File: config.mk
export PLATFORM = sky130hd
export DESIGN_NAME = tbs_datapath
export DESIGN_NICKNAME = d
export VERILOG_FILES = /design/src/rtl/tbs_pkg.sv /design/src/rtl/tbs_datapath.sv
export SDC_FILE = /design/constraint.sdc
export NUM_CORES = 1
export LEC_CHECK = 0
export BUFFER_PORTS_ARGS = -buffer_cell sky130_fd_sc_hd__buf_2
export CAP_MARGIN = 5
export CORE_MARGIN = 1.5
export CORE_UTILIZATION = 55
export DETAILED_ROUTE_END_ITERATION = 8
export PLACE_DENSITY = 0.78
export SETUP_SLACK_MARGIN = 0.1
export SYNTH_ARGS = -nofsm -noshare
export SYNTH_HDL_FRONTEND = slang
export SYNTH_SLANG_ARGS = --single-unit
File: constraint.sdc
create_clock -name clk -period 1.75 [get_ports clk]
set_input_delay 0 -clock clk [delete_from_list [all_inputs] [get_ports clk]]
set_output_delay 0 -clock clk [all_outputs]
set_load 0.05 [all_outputs]
File: src/rtl/tbs_pkg.sv
package tbs_pkg;
  // Strobes from the control side to the datapath.
  typedef struct packed {
    logic bitTick;   // advance one bit this cycle
    logic ptrClear;  // restart pattern at address 0
  } tbsStrobes_t;
endpackage

File: src/rtl/tbs_datapath.sv
module tbs_datapath
  import tbs_pkg::*;
#(
  parameter int DEPTH     = 64,
  parameter int MAX_DELAY = 63
) (
  input  logic                                clk,
  input  logic                                rstN,
  input  logic                                genEn,
  input  tbsStrobes_t                         strobes,
  input  logic [$clog2(DEPTH)-1:0]            patLast,
  input  logic [$clog2(MAX_DELAY+1)-1:0]      delaySel,
  input  logic                                memWrEn,
  input  logic [$clog2(DEPTH)-1:0]            memWrAddr,
  input  logic                                memWrData,
  input  logic                                extModData,
  input  logic                                loopSel,
  output logic                                tbsOut,
  output logic                                modDataOut
);
  localparam int PtrW    = $clog2(DEPTH);
  localparam int DlyW    = $clog2(MAX_DELAY + 1);
  localparam int LineLen = MAX_DELAY + 1;

  logic               patMem [DEPTH];
  logic [PtrW-1:0]    ptr;
  logic [LineLen-1:0] delayLine;
  logic [DlyW-1:0]    tapSel;
  logic               nextBit;

  // Pattern store, preloaded through the write port.
  always_ff @(posedge clk) begin
    if (memWrEn) patMem[memWrAddr] <= memWrData;
  end

  assign nextBit = patMem[ptr];

  // Pattern pointer.
  always_ff @(posedge clk or negedge rstN) begin
    if (!rstN) begin
      ptr <= '0;
    end else if (!genEn || strobes.ptrClear) begin
      ptr <= '0;
    end else if (strobes.bitTick) begin
      ptr <= (ptr == patLast) ? '0 : ptr + 1'b1;
    end
  end

  // Whole-bit delay line: stage 0 holds the newest bit.
  always_ff @(posedge clk or negedge rstN) begin
    if (!rstN) begin
      delayLine <= '0;
    end else if (!genEn) begin
      delayLine <= '0;
    end else if (strobes.bitTick) begin
      delayLine <= {delayLine[LineLen-2:0], nextBit};
    end
  end

  always_comb begin
    if (int'(delaySel) > MAX_DELAY) tapSel = DlyW'(MAX_DELAY);
    else                            tapSel = delaySel;
  end

  assign tbsOut     = genEn & delayLine[tapSel];
  assign modDataOut = loopSel ? tbsOut : extModData;

  // pointer wraps after the last programmed address.
  a_r4_wrap: assert property (@(posedge clk) disable iff (!rstN)
    genEn && strobes.bitTick && ptr == patLast |=> ptr == '0);

  // pointer steps by one below the last address.
  a_r3_step: assert property (@(posedge clk) disable iff (!rstN)
    genEn && strobes.bitTick && ptr < patLast |=> ptr == $past(ptr) + 1'b1);

  // restart strobe brings the pointer back to address 0.
  a_r7_restart: assert property (@(posedge clk) disable iff (!rstN)
    genEn && strobes.ptrClear |=> ptr == '0);

  // idle generator keeps the pointer at zero.
  a_r9_idle_ptr: assert property (@(posedge clk) disable iff (!rstN)
    !genEn |=> ptr == '0);

  // output only moves in the cycle after a tick.
  a_r2_stable: assert property (@(posedge clk) disable iff (!rstN)
    genEn && $past(genEn) && !$past(strobes.bitTick) && delaySel == $past(delaySel)
      |-> tbsOut == $past(tbsOut));
endmodule

== Yosys cells after proc, flatten, opt, wreduce, memory -nomap -nowiden ==
Memory sizes are Yosys's and may differ from the RTL's.
Index checks and enable logic that the tools add are counted.

* Add/subtract/negate cells: 1
* Magnitude comparators: 1
* Equal/unequal tests: 2
* Mux-type cells: 10
* Bitwise operators: 1
* Reduce and logical (&&, ||, !) cells: 3

{| class="wikitable"
|+ Operators with widths
! cell !! count
|-
| $mux W64 || 2
|-
| $mux W6 || 3
|-
| $lt A6 B7 Y1 const B || 1
|-
| $add A6 B1 Y6 const B || 1
|-
| $bmux W1 S6 || 1
|-
| $eq A6 B6 Y1 || 1
|-
| $mux W1 || 4
|-
| $ne A2 B1 Y1 const B || 1
|-
| $reduce_bool A2 Y1 || 1
|-
| $and A1 B1 Y1 || 1
|-
| $logic_not A1 Y1 || 1
|-
| $logic_or A1 B1 Y1 || 1
|}

* Register bits after elaboration: 70
* Memory bits (writable): 64
* Input bits: 27
* Output and inout bits: 2
* Logic and storage cells: 21
* Memories kept: 1

{| class="wikitable"
|+ Memory list
! name !! depth !! width !! rd ports !! clocked after Yosys merged registers in !! write ports !! line !! source
|-
| patMem || 64 || 1 || 1 || 0 || 1 || tbs_datapath.sv:25 || <nowiki>logic patMem [DEPTH];</nowiki>
|}

== Depth between registers and ports, before layout ==
Gate-level depths: netlist of run 1.

* Word-level depth: 4
* Mapped depth: 7
* Gate-level depth less buffers: 5

== Least setup slack after synthesis of run 1 ==
OpenSTA, ideal clock, no wires.

* Path kind: register -> output
* Start point: register delayLine[45]
* End point: output port modDataOut
* Arrival time: 2.272 ns
* Required time: 1.750 ns
* Path slack: -0.522 ns
* Stages on the path, launching flop included: 6
* Path buffers: 0
* Cell sequence: dfrtp_1 > mux4_2 > mux2i_1 > nor3b_1 > and4bb_2 > o32ai_1

* Word-level cells in the longest chain between the ends: 4

{| class="wikitable"
|+ RTL lines
! element !! line !! source
|-
| start, declared || tbs_datapath.sv:27 || <nowiki>logic [LineLen-1:0] delayLine;</nowiki>
|-
| start signal, assigned || tbs_datapath.sv:56 || <nowiki>delayLine <= {delayLine[LineLen-2:0], nextBit};</nowiki>
|-
| $bmux W1 S6 || tbs_datapath.sv:65 || <nowiki>assign tbsOut = genEn & delayLine[tapSel];</nowiki>
|-
| $mux W1 (implied by the code) || tbs_datapath.sv:65 ||
|-
| $and A1 B1 Y1 || tbs_datapath.sv:65 ||
|-
| $mux W1 || tbs_datapath.sv:66 || <nowiki>assign modDataOut = loopSel ? tbsOut : extModData;</nowiki>
|-
| end, declared || tbs_datapath.sv:19 || <nowiki>output logic modDataOut</nowiki>
|}

Every way passes these cells. The select of a mux whose other input is x is not followed.

== Worst setup path in the final report of run 1 ==
* Start point: register delayLine[54]
* End point: output port modDataOut

Same word-level chain as after synthesis.

==> impl_metrics.xml, run 1 <==
<?xml version="1.0" encoding="UTF-8"?>
<metrics>
  <group name="die">
    <metric name="placement_rows" unit="">39</metric>
    <metric name="die_area" unit="µm²">12400</metric>
    <metric name="io_pins" unit="">29</metric>
    <metric name="die_x" unit="µm">112</metric>
    <metric name="die_h" unit="µm">112</metric>
    <metric name="placeableCoreArea" unit="µm²">11500</metric>
    <metric name="floorplan.initialDensity" unit="%">56.5</metric>
  </group>
  <group name="route">
    <metric name="num_vias" unit="">4428</metric>
    <metric name="detailedRoute.firstPassIterationCount" unit="">6</metric>
    <metric name="drtAntennaViolNets" unit="">0</metric>
    <metric name="post_drt_via_cell_ratio" unit="">5.82</metric>
    <metric name="iteration_0_drc_count_of_the_detailed_router" unit="">269</metric>
    <metric name="drt-wirelength-per-cell" unit="µm">18.0</metric>
    <metric name="totalWireLength" unit="µm">13700</metric>
    <metric name="drc_errors" unit="">0</metric>
  </group>
  <group name="global_routing">
    <metric name="grt_pass1_wl" unit="µm">22500</metric>
    <metric name="globalRouteTotalUtil" unit="%">23.3</metric>
    <metric name="grt_max_degree" unit="">71</metric>
    <metric name="antenna_found_initial" unit="">0</metric>
    <metric name="grt_pass1_vias" unit="">4595</metric>
    <metric name="grt_remaining_overflow" unit="">0</metric>
  </group>
  <group name="clock_tree">
    <metric name="ctsRootBufferMaster" unit="">sky130_fd_sc_hd__clkbuf_16</metric>
    <metric name="cts-buffers-inserted" unit="">17</metric>
    <metric name="numClockSinks" unit="">134</metric>
    <metric name="clk_pin_slew_worst_paths" unit="ps">60</metric>
    <metric name="cts_tree" unit="">built</metric>
    <metric name="worstSkewPairLatency" unit="ps">410</metric>
    <metric name="htree_levels" unit="">4</metric>
    <metric name="cts.path.max_buffers" unit="">2</metric>
  </group>
  <group name="worst_setup_path">
    <metric name="rr_startpoint" unit="">ptr[0]</metric>
    <metric name="buffer_and_inverter_count_on_the_worst_path" unit="">1</metric>
    <metric name="endpoint_kind" unit="">output pin</metric>
    <metric name="worst_ep_required" unit="ps">1750</metric>
    <metric name="worstPathCellList" unit="">mux4_2 &gt; a32o_1 &gt; a31oi_1 &gt; and4bb_2 &gt; o32ai_2 &gt; buf_6</metric>
    <metric name="worst_setup_path_startpoint" unit="">delayLine[54]</metric>
    <metric name="critPathMaxFanout" unit="">2</metric>
    <metric name="setup.worst_path.class" unit="">reg -&gt; out</metric>
    <metric name="critPathSlowestCell" unit="">sky130_fd_sc_hd__mux4_2</metric>
    <metric name="worstPathArrival" unit="ps">2210</metric>
    <metric name="cp-start-kind" unit="">flop</metric>
    <metric name="cp_slowest_stage_delay" unit="ps">480</metric>
    <metric name="worst_path_dominant_cell_family" unit="">multiplexers</metric>
  </group>
  <group name="yosys">
    <metric name="syn-mean-instance-area" unit="µm²">12.3</metric>
    <metric name="synth_fp_nets" unit="">556</metric>
    <metric name="post_synthesis_cell_area" unit="µm²">6480</metric>
    <metric name="synth_seq_cells" unit="">134</metric>
    <metric name="synth_warnings" unit="">0</metric>
    <metric name="seq_area_frac_synth" unit="%">56.7</metric>
    <metric name="ys_top_cells_by_area" unit="">sky130_fd_sc_hd__edfxtp_1 30%, sky130_fd_sc_hd__dfrtp_1 27%, sky130_fd_sc_hd__mux2i_1 11%</metric>
    <metric name="synth_largest_type_area_fraction" unit="%">29.7</metric>
    <metric name="post_syn_instances" unit="">528</metric>
    <metric name="yosys_top_cell_by_area" unit="">sky130_fd_sc_hd__edfxtp_1</metric>
    <metric name="synth_cell_type_count" unit="">46</metric>
  </group>
  <group name="sta">
    <metric name="max_freq" unit="MHz">452</metric>
    <metric name="maxSlewViolCount" unit="">0</metric>
    <metric name="tightestPinTransition" unit="ps">524</metric>
    <metric name="setup_viol_count_final" unit="">3</metric>
    <metric name="fin_worst_skew" unit="ps">5.44</metric>
    <metric name="timing.final.hold_violations" unit="">0</metric>
    <metric name="postLayoutSetupSlackWorst" unit="ps">-461</metric>
    <metric name="finalWorstPathRequiredPeriod" unit="ps">2210</metric>
    <metric name="rsz0062_at_grt" unit="">yes</metric>
    <metric name="period_share" unit="%">126</metric>
    <metric name="worst_hold_slack" unit="ps">20.7</metric>
    <metric name="max-slew-margin-rel" unit="%">65.0</metric>
    <metric name="final_setup_tns" unit="ps">-1000</metric>
  </group>
  <group name="hold_path">
    <metric name="worst_hold_startpoint" unit="">strobes[1]</metric>
    <metric name="worst_hold_path_type" unit="">in -&gt; reg</metric>
  </group>
  <group name="finish">
    <metric name="final_area" unit="µm²">7930</metric>
    <metric name="antenna_cells_inserted" unit="">0</metric>
    <metric name="final_layout_size_suffix_gt1_share" unit="%">27.5</metric>
    <metric name="finish.utilization" unit="%">69.2</metric>
    <metric name="areaGrowthSynthToFinish" unit="%">22.4</metric>
    <metric name="nets" unit="">633</metric>
    <metric name="commonest_non_fill_non_tap_cell_in_the_layout" unit="">sky130_fd_sc_hd__nor2_1</metric>
    <metric name="fillCellCount" unit="">764</metric>
    <metric name="highest_count_cells_in_the_layout_ignoring_fill_and_taps" unit="">137 x sky130_fd_sc_hd__nor2_1, 73 x sky130_fd_sc_hd__mux2i_1, 69 x sky130_fd_sc_hd__dfrtp_1</metric>
  </group>
  <group name="placed_design">
    <metric name="detailed_place.area" unit="µm²">7150</metric>
    <metric name="place.gp.congestion" unit="">0.783</metric>
    <metric name="io_buffers" unit="">28</metric>
    <metric name="dp_hpwl" unit="µm">8840</metric>
  </group>
  <group name="power">
    <metric name="power.ir.vdd_worst" unit="mV">1.08</metric>
    <metric name="power-per-cell-area" unit="nW/µm²">943</metric>
    <metric name="post-layout-total-power" unit="mW">7.48</metric>
    <metric name="p_leak" unit="nW">3.34</metric>
  </group>
  <group name="job">
    <metric name="max_cap_violations" unit="">0</metric>
  </group>
  <group name="outcome">
    <metric name="outcome" unit="">complete, but fails checks</metric>
    <metric name="violations" unit="">setup timing</metric>
  </group>
</metrics>
## worst reg2reg max path, delay by kind of cell, from the launching register on
kind / cells / cell delay, ps
multiplexers: 2 / 980
AO/OA/AOI/OAI: 2 / 240
buffers and inverters: 1 / 140
flip-flops: 1 / 390
## repair_timing
action                     CTS  global route
gates resized for setup      6            13
pin swaps                    6             3
buffers inserted             0             7
hold endpoints to repair    73             0
hold buffers                 5             0
setup endpoints to repair    9             5
## Yosys cell counts (all sizes together)
master and n:
nor2 137, mux2i 73, dfrtp 70, edfxtp 64, mux4 25, clkbuf 24, nand2 16, buf 13
nand3 11, nand2b 10, nor2b 9, o21ai 9, mux2 8, xor2 7, nor3 6, a211oi 4
o22ai 4, a21oi 3, inv 3, nand3b 3, nand4 3, nor3b 3, nor4 3, a2111oi 2
a31oi 2, o211ai 2, or3b 2, a221o 1, a22oi 1, a32o 1, and3b 1, and4bb 1
ha 1, nand4b 1, o2111ai 1, o21bai 1, o32ai 1, o41ai 1, or3 1
## registers in the layout, summed over array words and instances (netlist names)
signal     cells
ptr            6
patMem        64
delayLine     64
## stage by stage
step	cells	worst slack (ps)
final	761	-461
after CTS	754	-493
after detailed placement	717	-130
after global routing	761	-544
after global placement	717	-93.5
after floorplan	528	-78.1
## metal layers
layer / global-route usage, % / up-vias / share of wire (%)
met5: 0 / - / 0
met4: 9.70 / 0 / 2.0
met3: 6.70 / 28 / 4.7
met2: 41.1 / 129 / 53
met1: 26.8 / 2202 / 40
li1: - / 2069 / -
## layout make-up
| class | count | area, µm² | area share [%] |
|---|---|---|---|
| sequential | 134 | 3670 | 46.3 |
| multi-input combinational | 354 | 2690 | 33.9 |
| timing repair buffer | 95 | 758 | 9.56 |
| clock buffer | 20 | 468 | 5.90 |
| tap | 143 | 179 | 2.26 |
| clock inverter | 12 | 150 | 1.89 |
| inverter | 3 | 11.3 | 0.142 |
## path summary, 6_finish.rpt
kind                                 endpoint  slack (ps)  cells after the start
worst max-delay path               modDataOut        -460                      6
worst min-delay path                   ptr[1]          20                      3
worst max register to register   delayLine[0]        -120                      5
worst min register to register  delayLine[63]         530                      2
max in group asynchronous              ptr[5]        1300                      3
min in group asynchronous        delayLine[3]         130                      3
## report_power, final
part           switching (mW)  total (mW)  leakage [nW]  internal (mW)
Sequential            0.00604        3.33          1.55           3.32
Combinational           0.294       0.494          1.48          0.200
Clock                    1.30        3.66         0.305           2.36
Total                    1.60        7.48          3.34           5.88
## logic make-up (layout without fill, tap and decap cells)
kind of cell	Yosys count	count (layout)	synth area share, %
and+or+nand+nor	207	207	14.2
DFF	134	134	56.7
muxes	106	106	21.6
buffers and inverters	40	130	2.84
AOI/OAI and AO/OA	33	33	3.49
xor gates and xnor gates	7	7	0.946
adders and majority gates	1	1	0.193
Note: power is estimated with default switching activity, not from simulation.
==> run 2, diff against run 1 <==
Settings changed: PLACE_DENSITY 0.78 to not set, PLACE_DENSITY_LB_ADDON set to 0.25, SKIP_LAST_GASP set to 1.
==> impl_metrics.xml, run 2 (synthesis gave the netlist of run 1 again) <==
<?xml version="1.0" encoding="UTF-8"?>
<metrics>
  <group name="worst_setup_path">
    <metric name="critPathMaxFanout" unit="">2</metric>
    <metric name="buffer_and_inverter_count_on_the_worst_path" unit="">1</metric>
    <metric name="setup.worst_path.class" unit="">reg -&gt; out</metric>
    <metric name="worstPathArrival" unit="ps">2210</metric>
    <metric name="cp-start-kind" unit="">flop</metric>
    <metric name="critical_path_cell_count" unit="">6</metric>
    <metric name="worstPathCellList" unit="">mux4_2 &gt; a32o_1 &gt; a31oi_1 &gt; and4bb_2 &gt; o32ai_2 &gt; buf_6</metric>
    <metric name="cell_depth_of_the_worst_flop_to_flop_path" unit="">5</metric>
    <metric name="critPathSlowestCell" unit="">sky130_fd_sc_hd__mux4_2</metric>
    <metric name="endpoint_kind" unit="">output pin</metric>
    <metric name="worst_path_dominant_cell_family" unit="">compound AO/OA/AOI/OAI gates</metric>
    <metric name="worst_ep_required" unit="ps">1750</metric>
    <metric name="worst_setup_path_startpoint" unit="">delayLine[54]</metric>
    <metric name="rr_startpoint" unit="">ptr[0]</metric>
    <metric name="cp_slowest_stage_delay" unit="ps">470</metric>
  </group>
  <group name="die">
    <metric name="placement_rows" unit="">39</metric>
    <metric name="die_area" unit="µm²">12400</metric>
    <metric name="die_x" unit="µm">112</metric>
    <metric name="die_h" unit="µm">112</metric>
    <metric name="floorplan.initialDensity" unit="%">56.5</metric>
    <metric name="io_pins" unit="">29</metric>
    <metric name="placeableCoreArea" unit="µm²">11500</metric>
  </group>
  <group name="global_routing">
    <metric name="globalRouteTotalUtil" unit="%">23.6</metric>
    <metric name="antenna_found_initial" unit="">0</metric>
    <metric name="grt_remaining_overflow" unit="">0</metric>
    <metric name="grt_pass1_wl" unit="µm">22500</metric>
    <metric name="global_route.usage.met3" unit="%">6.31</metric>
    <metric name="most_crowded_layer_after_global_routing" unit="">met2</metric>
    <metric name="grt_pass1_vias" unit="">4531</metric>
    <metric name="grt.met2_usage" unit="%">40.5</metric>
    <metric name="use_met1" unit="%">29.3</metric>
    <metric name="grt_max_degree" unit="">71</metric>
  </group>
  <group name="placed_design">
    <metric name="preCtsSetupSlack" unit="ps">-144</metric>
    <metric name="detailed_place.area" unit="µm²">7140</metric>
    <metric name="io_buffers" unit="">28</metric>
    <metric name="place.gp.congestion" unit="">0.799</metric>
    <metric name="dp_hpwl" unit="µm">8680</metric>
  </group>
  <group name="route">
    <metric name="drt-wirelength-per-cell" unit="µm">17.8</metric>
    <metric name="drc_errors" unit="">0</metric>
    <metric name="iteration_0_drc_count_of_the_detailed_router" unit="">292</metric>
    <metric name="num_vias" unit="">4327</metric>
    <metric name="drtAntennaViolNets" unit="">0</metric>
    <metric name="detailedRoute.firstPassIterationCount" unit="">4</metric>
    <metric name="totalWireLength" unit="µm">13600</metric>
    <metric name="post_drt_via_cell_ratio" unit="">5.65</metric>
  </group>
  <group name="finish">
    <metric name="highest_count_cells_in_the_layout_ignoring_fill_and_taps" unit="">136 x sky130_fd_sc_hd__nor2_1, 73 x sky130_fd_sc_hd__mux2i_1, 69 x sky130_fd_sc_hd__dfrtp_1</metric>
    <metric name="antenna_cells_inserted" unit="">0</metric>
    <metric name="areaGrowthSynthToFinish" unit="%">22.4</metric>
    <metric name="commonest_non_fill_non_tap_cell_in_the_layout" unit="">sky130_fd_sc_hd__nor2_1</metric>
    <metric name="fillCellCount" unit="">843</metric>
    <metric name="register_area" unit="µm²">3670</metric>
    <metric name="nets" unit="">638</metric>
    <metric name="final_layout_size_suffix_gt1_share" unit="%">27.8</metric>
    <metric name="top_regs" unit="">delayLine (64), patMem (64), ptr (6)</metric>
    <metric name="final_area" unit="µm²">7930</metric>
    <metric name="multi_input_area" unit="µm²">2700</metric>
    <metric name="finish.utilization" unit="%">69.2</metric>
  </group>
  <group name="sta">
    <metric name="max_freq" unit="MHz">453</metric>
    <metric name="rsz0062_at_grt" unit="">yes</metric>
    <metric name="postLayoutSetupSlackWorst" unit="ps">-457</metric>
    <metric name="maxSlewViolCount" unit="">0</metric>
    <metric name="max-slew-margin-rel" unit="%">58.7</metric>
    <metric name="fin_worst_skew" unit="ps">4.93</metric>
    <metric name="tightestPinTransition" unit="ps">619</metric>
    <metric name="period_share" unit="%">126</metric>
    <metric name="timing.final.hold_violations" unit="">0</metric>
    <metric name="finalWorstPathRequiredPeriod" unit="ps">2210</metric>
    <metric name="final_setup_tns" unit="ps">-1040</metric>
    <metric name="setup_viol_count_final" unit="">3</metric>
  </group>
  <group name="power">
    <metric name="p_leak" unit="nW">3.34</metric>
    <metric name="power-per-cell-area" unit="nW/µm²">911</metric>
    <metric name="post-layout-total-power" unit="mW">7.22</metric>
    <metric name="power.ir.vdd_worst" unit="mV">0.931</metric>
  </group>
  <group name="clock_tree">
    <metric name="numClockSinks" unit="">134</metric>
    <metric name="worstSkewPairLatency" unit="ps">420</metric>
    <metric name="cts-buffers-inserted" unit="">17</metric>
    <metric name="ctsRootBufferMaster" unit="">sky130_fd_sc_hd__clkbuf_16</metric>
    <metric name="cts_tree" unit="">built</metric>
    <metric name="cts.path.max_buffers" unit="">2</metric>
    <metric name="clk_pin_slew_worst_paths" unit="ps">60</metric>
    <metric name="htree_levels" unit="">4</metric>
  </group>
  <group name="job">
    <metric name="max_cap_violations" unit="">0</metric>
  </group>
  <group name="outcome">
    <metric name="violations" unit="">setup timing</metric>
    <metric name="outcome" unit="">complete, but fails checks</metric>
  </group>
  <group name="hold_path">
    <metric name="worst_hold_startpoint" unit="">strobes[1]</metric>
    <metric name="worst_hold_path_type" unit="">in -&gt; reg</metric>
    <metric name="whs_path_depth" unit="">3</metric>
  </group>
</metrics>
run 2: layout make-up:
type / count / share of cell area [%]
Inverter: 3 / 0.142
Sequential cell: 134 / 46.3
Tap cell: 143 / 2.26
Multi-Input combinational cell: 354 / 34.1
Clock buffer: 20 / 5.88
Timing Repair Buffer: 100 / 10.0
Clock inverter: 12 / 1.28
run 2: routing by layer:
layer	up-vias	share of wire, %
met5	-	0
met4	0	1.8
met3	20	5.0
met2	88	52
met1	2154	41
li1	2065	-
run 2: metrics by stage:
stage / instances / hold slack (ps)
global route: 766 / 101
finish: 766 / 68.2
CTS: 758 / 60.2
detailed placement: 720 / 55.1
floorplan: 528 / -296
global placement: 720 / 50.2
run 2: worst paths after layout:
kind	slack [ps]	endpoint
min in group asynchronous	130	delayLine[25]
setup reg to reg	-160	delayLine[0]
max in group asynchronous	1280	delayLine[36]
setup / recovery	-460	modDataOut
hold / removal	70	ptr[1]
hold reg to reg	540	delayLine[63]
run 2: worst min-delay path, cell delays in order:
cell,delay [ps]
sky130_fd_sc_hd__buf_4,240
sky130_fd_sc_hd__nand3_1,120
sky130_fd_sc_hd__o21ai_0,70
run 2: where the power goes:
group	internal [mW]	switching [mW]
Sequential	3.32	0.00633
Combinational	0.202	0.299
Clock	2.05	1.34
run 2: what timing repair did:
action,4_1_cts,5_1_grt
gates cloned,0,1
endpoints found under the setup margin,6,9
endpoints found under the hold margin,73,0
setup buffers,1,8
gates resized for setup,11,13
hold buffers,5,0
pin swaps,4,5
==> run 3, diff against run 2 <==
==> constraint.sdc (replaced) <==
create_clock -name clk -period 1.75 [get_ports clk]
set_input_delay 0.0875 -clock clk [delete_from_list [all_inputs] [get_ports clk]]
set_output_delay 0.0875 -clock clk [all_outputs]
set_load 0.05 [all_outputs]
==> impl_metrics.xml, run 3 (synthesis gave the netlist of run 1 again) <==
<?xml version="1.0" encoding="UTF-8"?>
<metrics>
  <group name="outcome">
    <metric name="outcome" unit="">complete, but fails checks</metric>
    <metric name="violations" unit="">setup timing</metric>
  </group>
  <group name="global_routing">
    <metric name="grt_remaining_overflow" unit="">0</metric>
    <metric name="globalRouteTotalUtil" unit="%">24.6</metric>
    <metric name="antenna_found_initial" unit="">0</metric>
    <metric name="grt_pass1_wl" unit="µm">23400</metric>
    <metric name="grt_pass1_vias" unit="">4650</metric>
    <metric name="grt_max_degree" unit="">71</metric>
  </group>
  <group name="power">
    <metric name="power.sequential.fraction" unit="%">44.9</metric>
    <metric name="internal-power" unit="mW">5.75</metric>
    <metric name="power-per-cell-area" unit="nW/µm²">923</metric>
    <metric name="p_leak" unit="nW">3.41</metric>
    <metric name="post-layout-total-power" unit="mW">7.40</metric>
    <metric name="power.ir.vdd_worst" unit="mV">0.893</metric>
    <metric name="comb_power_share" unit="%">6.8</metric>
    <metric name="pwr-share-clk" unit="%">48.2</metric>
    <metric name="power_switching_share" unit="%">22.4</metric>
    <metric name="switching_power" unit="mW">1.66</metric>
  </group>
  <group name="die">
    <metric name="placeableCoreArea" unit="µm²">11500</metric>
    <metric name="floorplan.initialDensity" unit="%">56.5</metric>
    <metric name="die_x" unit="µm">112</metric>
    <metric name="die_h" unit="µm">112</metric>
    <metric name="placement_rows" unit="">39</metric>
    <metric name="die_area" unit="µm²">12400</metric>
    <metric name="io_pins" unit="">29</metric>
  </group>
  <group name="route">
    <metric name="num_vias" unit="">4489</metric>
    <metric name="detailedRoute.firstPassIterationCount" unit="">4</metric>
    <metric name="drtAntennaViolNets" unit="">0</metric>
    <metric name="drc_errors" unit="">0</metric>
    <metric name="iteration_0_drc_count_of_the_detailed_router" unit="">309</metric>
    <metric name="totalWireLength" unit="µm">14000</metric>
    <metric name="drt-wirelength-per-cell" unit="µm">18.0</metric>
    <metric name="post_drt_via_cell_ratio" unit="">5.78</metric>
  </group>
  <group name="placed_design">
    <metric name="detailed_place.area" unit="µm²">7340</metric>
    <metric name="dp_hpwl" unit="µm">9330</metric>
    <metric name="io_buffers" unit="">28</metric>
    <metric name="preCtsSetupSlack" unit="ps">-275</metric>
    <metric name="place.gp.congestion" unit="">0.836</metric>
  </group>
  <group name="finish">
    <metric name="register_area" unit="µm²">3670</metric>
    <metric name="areaGrowthSynthToFinish" unit="%">23.8</metric>
    <metric name="top_regs" unit="">delayLine (64), patMem (64), ptr (6)</metric>
    <metric name="fillCellCount" unit="">795</metric>
    <metric name="highest_count_cells_in_the_layout_ignoring_fill_and_taps" unit="">136 x sky130_fd_sc_hd__nor2_1, 76 x sky130_fd_sc_hd__buf_4, 73 x sky130_fd_sc_hd__mux2i_1</metric>
    <metric name="commonest_non_fill_non_tap_cell_in_the_layout" unit="">sky130_fd_sc_hd__nor2_1</metric>
    <metric name="multi_input_area" unit="µm²">2700</metric>
    <metric name="final_area" unit="µm²">8020</metric>
    <metric name="nets" unit="">649</metric>
    <metric name="final_layout_size_suffix_gt1_share" unit="%">29.0</metric>
    <metric name="antenna_cells_inserted" unit="">0</metric>
  </group>
  <group name="clock_tree">
    <metric name="clk_pin_slew_worst_paths" unit="ps">60</metric>
    <metric name="numClockSinks" unit="">134</metric>
    <metric name="cts_tree" unit="">built</metric>
    <metric name="ctsRootBufferMaster" unit="">sky130_fd_sc_hd__clkbuf_16</metric>
    <metric name="worstSkewPairLatency" unit="ps">420</metric>
    <metric name="cts-buffers-inserted" unit="">17</metric>
    <metric name="htree_levels" unit="">4</metric>
    <metric name="cts.path.max_buffers" unit="">2</metric>
  </group>
  <group name="sta">
    <metric name="max-slew-margin-rel" unit="%">60.0</metric>
    <metric name="finalWorstPathRequiredPeriod" unit="ps">2290</metric>
    <metric name="max_freq" unit="MHz">437</metric>
    <metric name="worst_hold_slack" unit="ps">28.9</metric>
    <metric name="maxSlewViolCount" unit="">0</metric>
    <metric name="rsz0062_at_grt" unit="">yes</metric>
    <metric name="fin_worst_skew" unit="ps">6.73</metric>
    <metric name="setup_viol_count_final" unit="">3</metric>
    <metric name="final_setup_tns" unit="ps">-1230</metric>
    <metric name="tightestPinTransition" unit="ps">598</metric>
    <metric name="timing.final.hold_violations" unit="">0</metric>
    <metric name="period_share" unit="%">131</metric>
    <metric name="postLayoutSetupSlackWorst" unit="ps">-539</metric>
  </group>
  <group name="worst_setup_path">
    <metric name="worst_path_dominant_cell_family" unit="">multiplexers</metric>
    <metric name="cp-start-kind" unit="">flop</metric>
    <metric name="cp_slowest_stage_delay" unit="ps">480</metric>
    <metric name="setup.worst_path.class" unit="">reg -&gt; out</metric>
    <metric name="critPathMaxFanout" unit="">2</metric>
    <metric name="endpoint_kind" unit="">output pin</metric>
    <metric name="worst_ep_required" unit="ps">1660</metric>
    <metric name="critPathSlowestCell" unit="">sky130_fd_sc_hd__mux4_2</metric>
    <metric name="worstPathCellList" unit="">mux4_2 &gt; a221o_1 &gt; nor4_4 &gt; buf_4 &gt; o32ai_4 &gt; buf_6</metric>
    <metric name="worstPathArrival" unit="ps">2200</metric>
    <metric name="buffer_and_inverter_count_on_the_worst_path" unit="">2</metric>
  </group>
  <group name="job">
    <metric name="max_cap_violations" unit="">0</metric>
  </group>
  <group name="hold_path">
    <metric name="worst_hold_path_type" unit="">in -&gt; reg</metric>
  </group>
</metrics>
## run 3: cell count changes in the layout (fill, tap and decap cells not counted), moves of 3 or more
| cell | delta |
|---|---|
| sky130_fd_sc_hd__dlygate4sd3_1 | -4 |
| sky130_fd_sc_hd__clkbuf_8 | -3 |
| sky130_fd_sc_hd__clkinv_1 | +3 |
| sky130_fd_sc_hd__clkinv_2 | -3 |
| sky130_fd_sc_hd__buf_4 | +16 |
## run 3: layout make-up
cell class / instances / area share, %
flip-flops and latches: 134 / 45.8
multi-input cells: 354 / 33.7
repair buffers: 111 / 10.8
clock buffers: 18 / 5.35
well taps: 143 / 2.23
clock inverters: 14 / 1.98
inverters: 3 / 0.140
## run 3: power groups by stage
stage / Sequential, mW / Clock [mW] / Combinational (mW)
floorplan: 3.39 / 0 / 0.286
finish: 3.33 / 3.57 / 0.506
CTS: 3.33 / 3.61 / 0.505
detailed placement: 3.39 / 0 / 0.486
global route: 3.33 / 3.77 / 0.547
global placement: 3.39 / 0 / 0.474
## run 3: path summary, 6_finish.rpt
check                                    from             to  slack [ps]  cells past startpoint
min in group asynchronous                rstN  delayLine[24]         200                      3
worst min register to register  delayLine[63]  delayLine[63]         520                      2
max in group asynchronous                rstN  delayLine[43]        1220                      3
worst max-delay path             delayLine[1]     modDataOut        -540                      6
worst max register to register         ptr[0]   delayLine[0]        -180                      5
worst min-delay path                    genEn   delayLine[0]          30                      3
## run 3: what timing repair did
item / CTS / global route
hold buffers: 1 / 0
resized for setup: 12 / 8
hold endpoints to repair: 70 / 0
pin swaps: 5 / 7
setup buffers: 4 / 0
setup endpoints to repair: 6 / 8
gates cloned: 0 / 0
## run 3: layer usage
metal / track usage, % / part of all wire, % / up-vias
met5: 0 / 0 / -
met4: 9.87 / 2.7 / 0
met3: 7.19 / 4.3 / 33
met2: 41.3 / 52 / 112
met1: 30.1 / 41 / 2250
li1: - / - / 2094
## run 3: tightest hold or removal path, stage by stage
cell,delay [ps]
sky130_fd_sc_hd__buf_2,160
sky130_fd_sc_hd__nand2_1,80
sky130_fd_sc_hd__o211ai_1,70
## run 3: stage by stage
step	std cells	util (%)
final	777	70.0
after global routing	777	70.0
after CTS	777	69.8
after detailed placement	740	64.0
after global placement	740	64.0
after floorplan	528	-
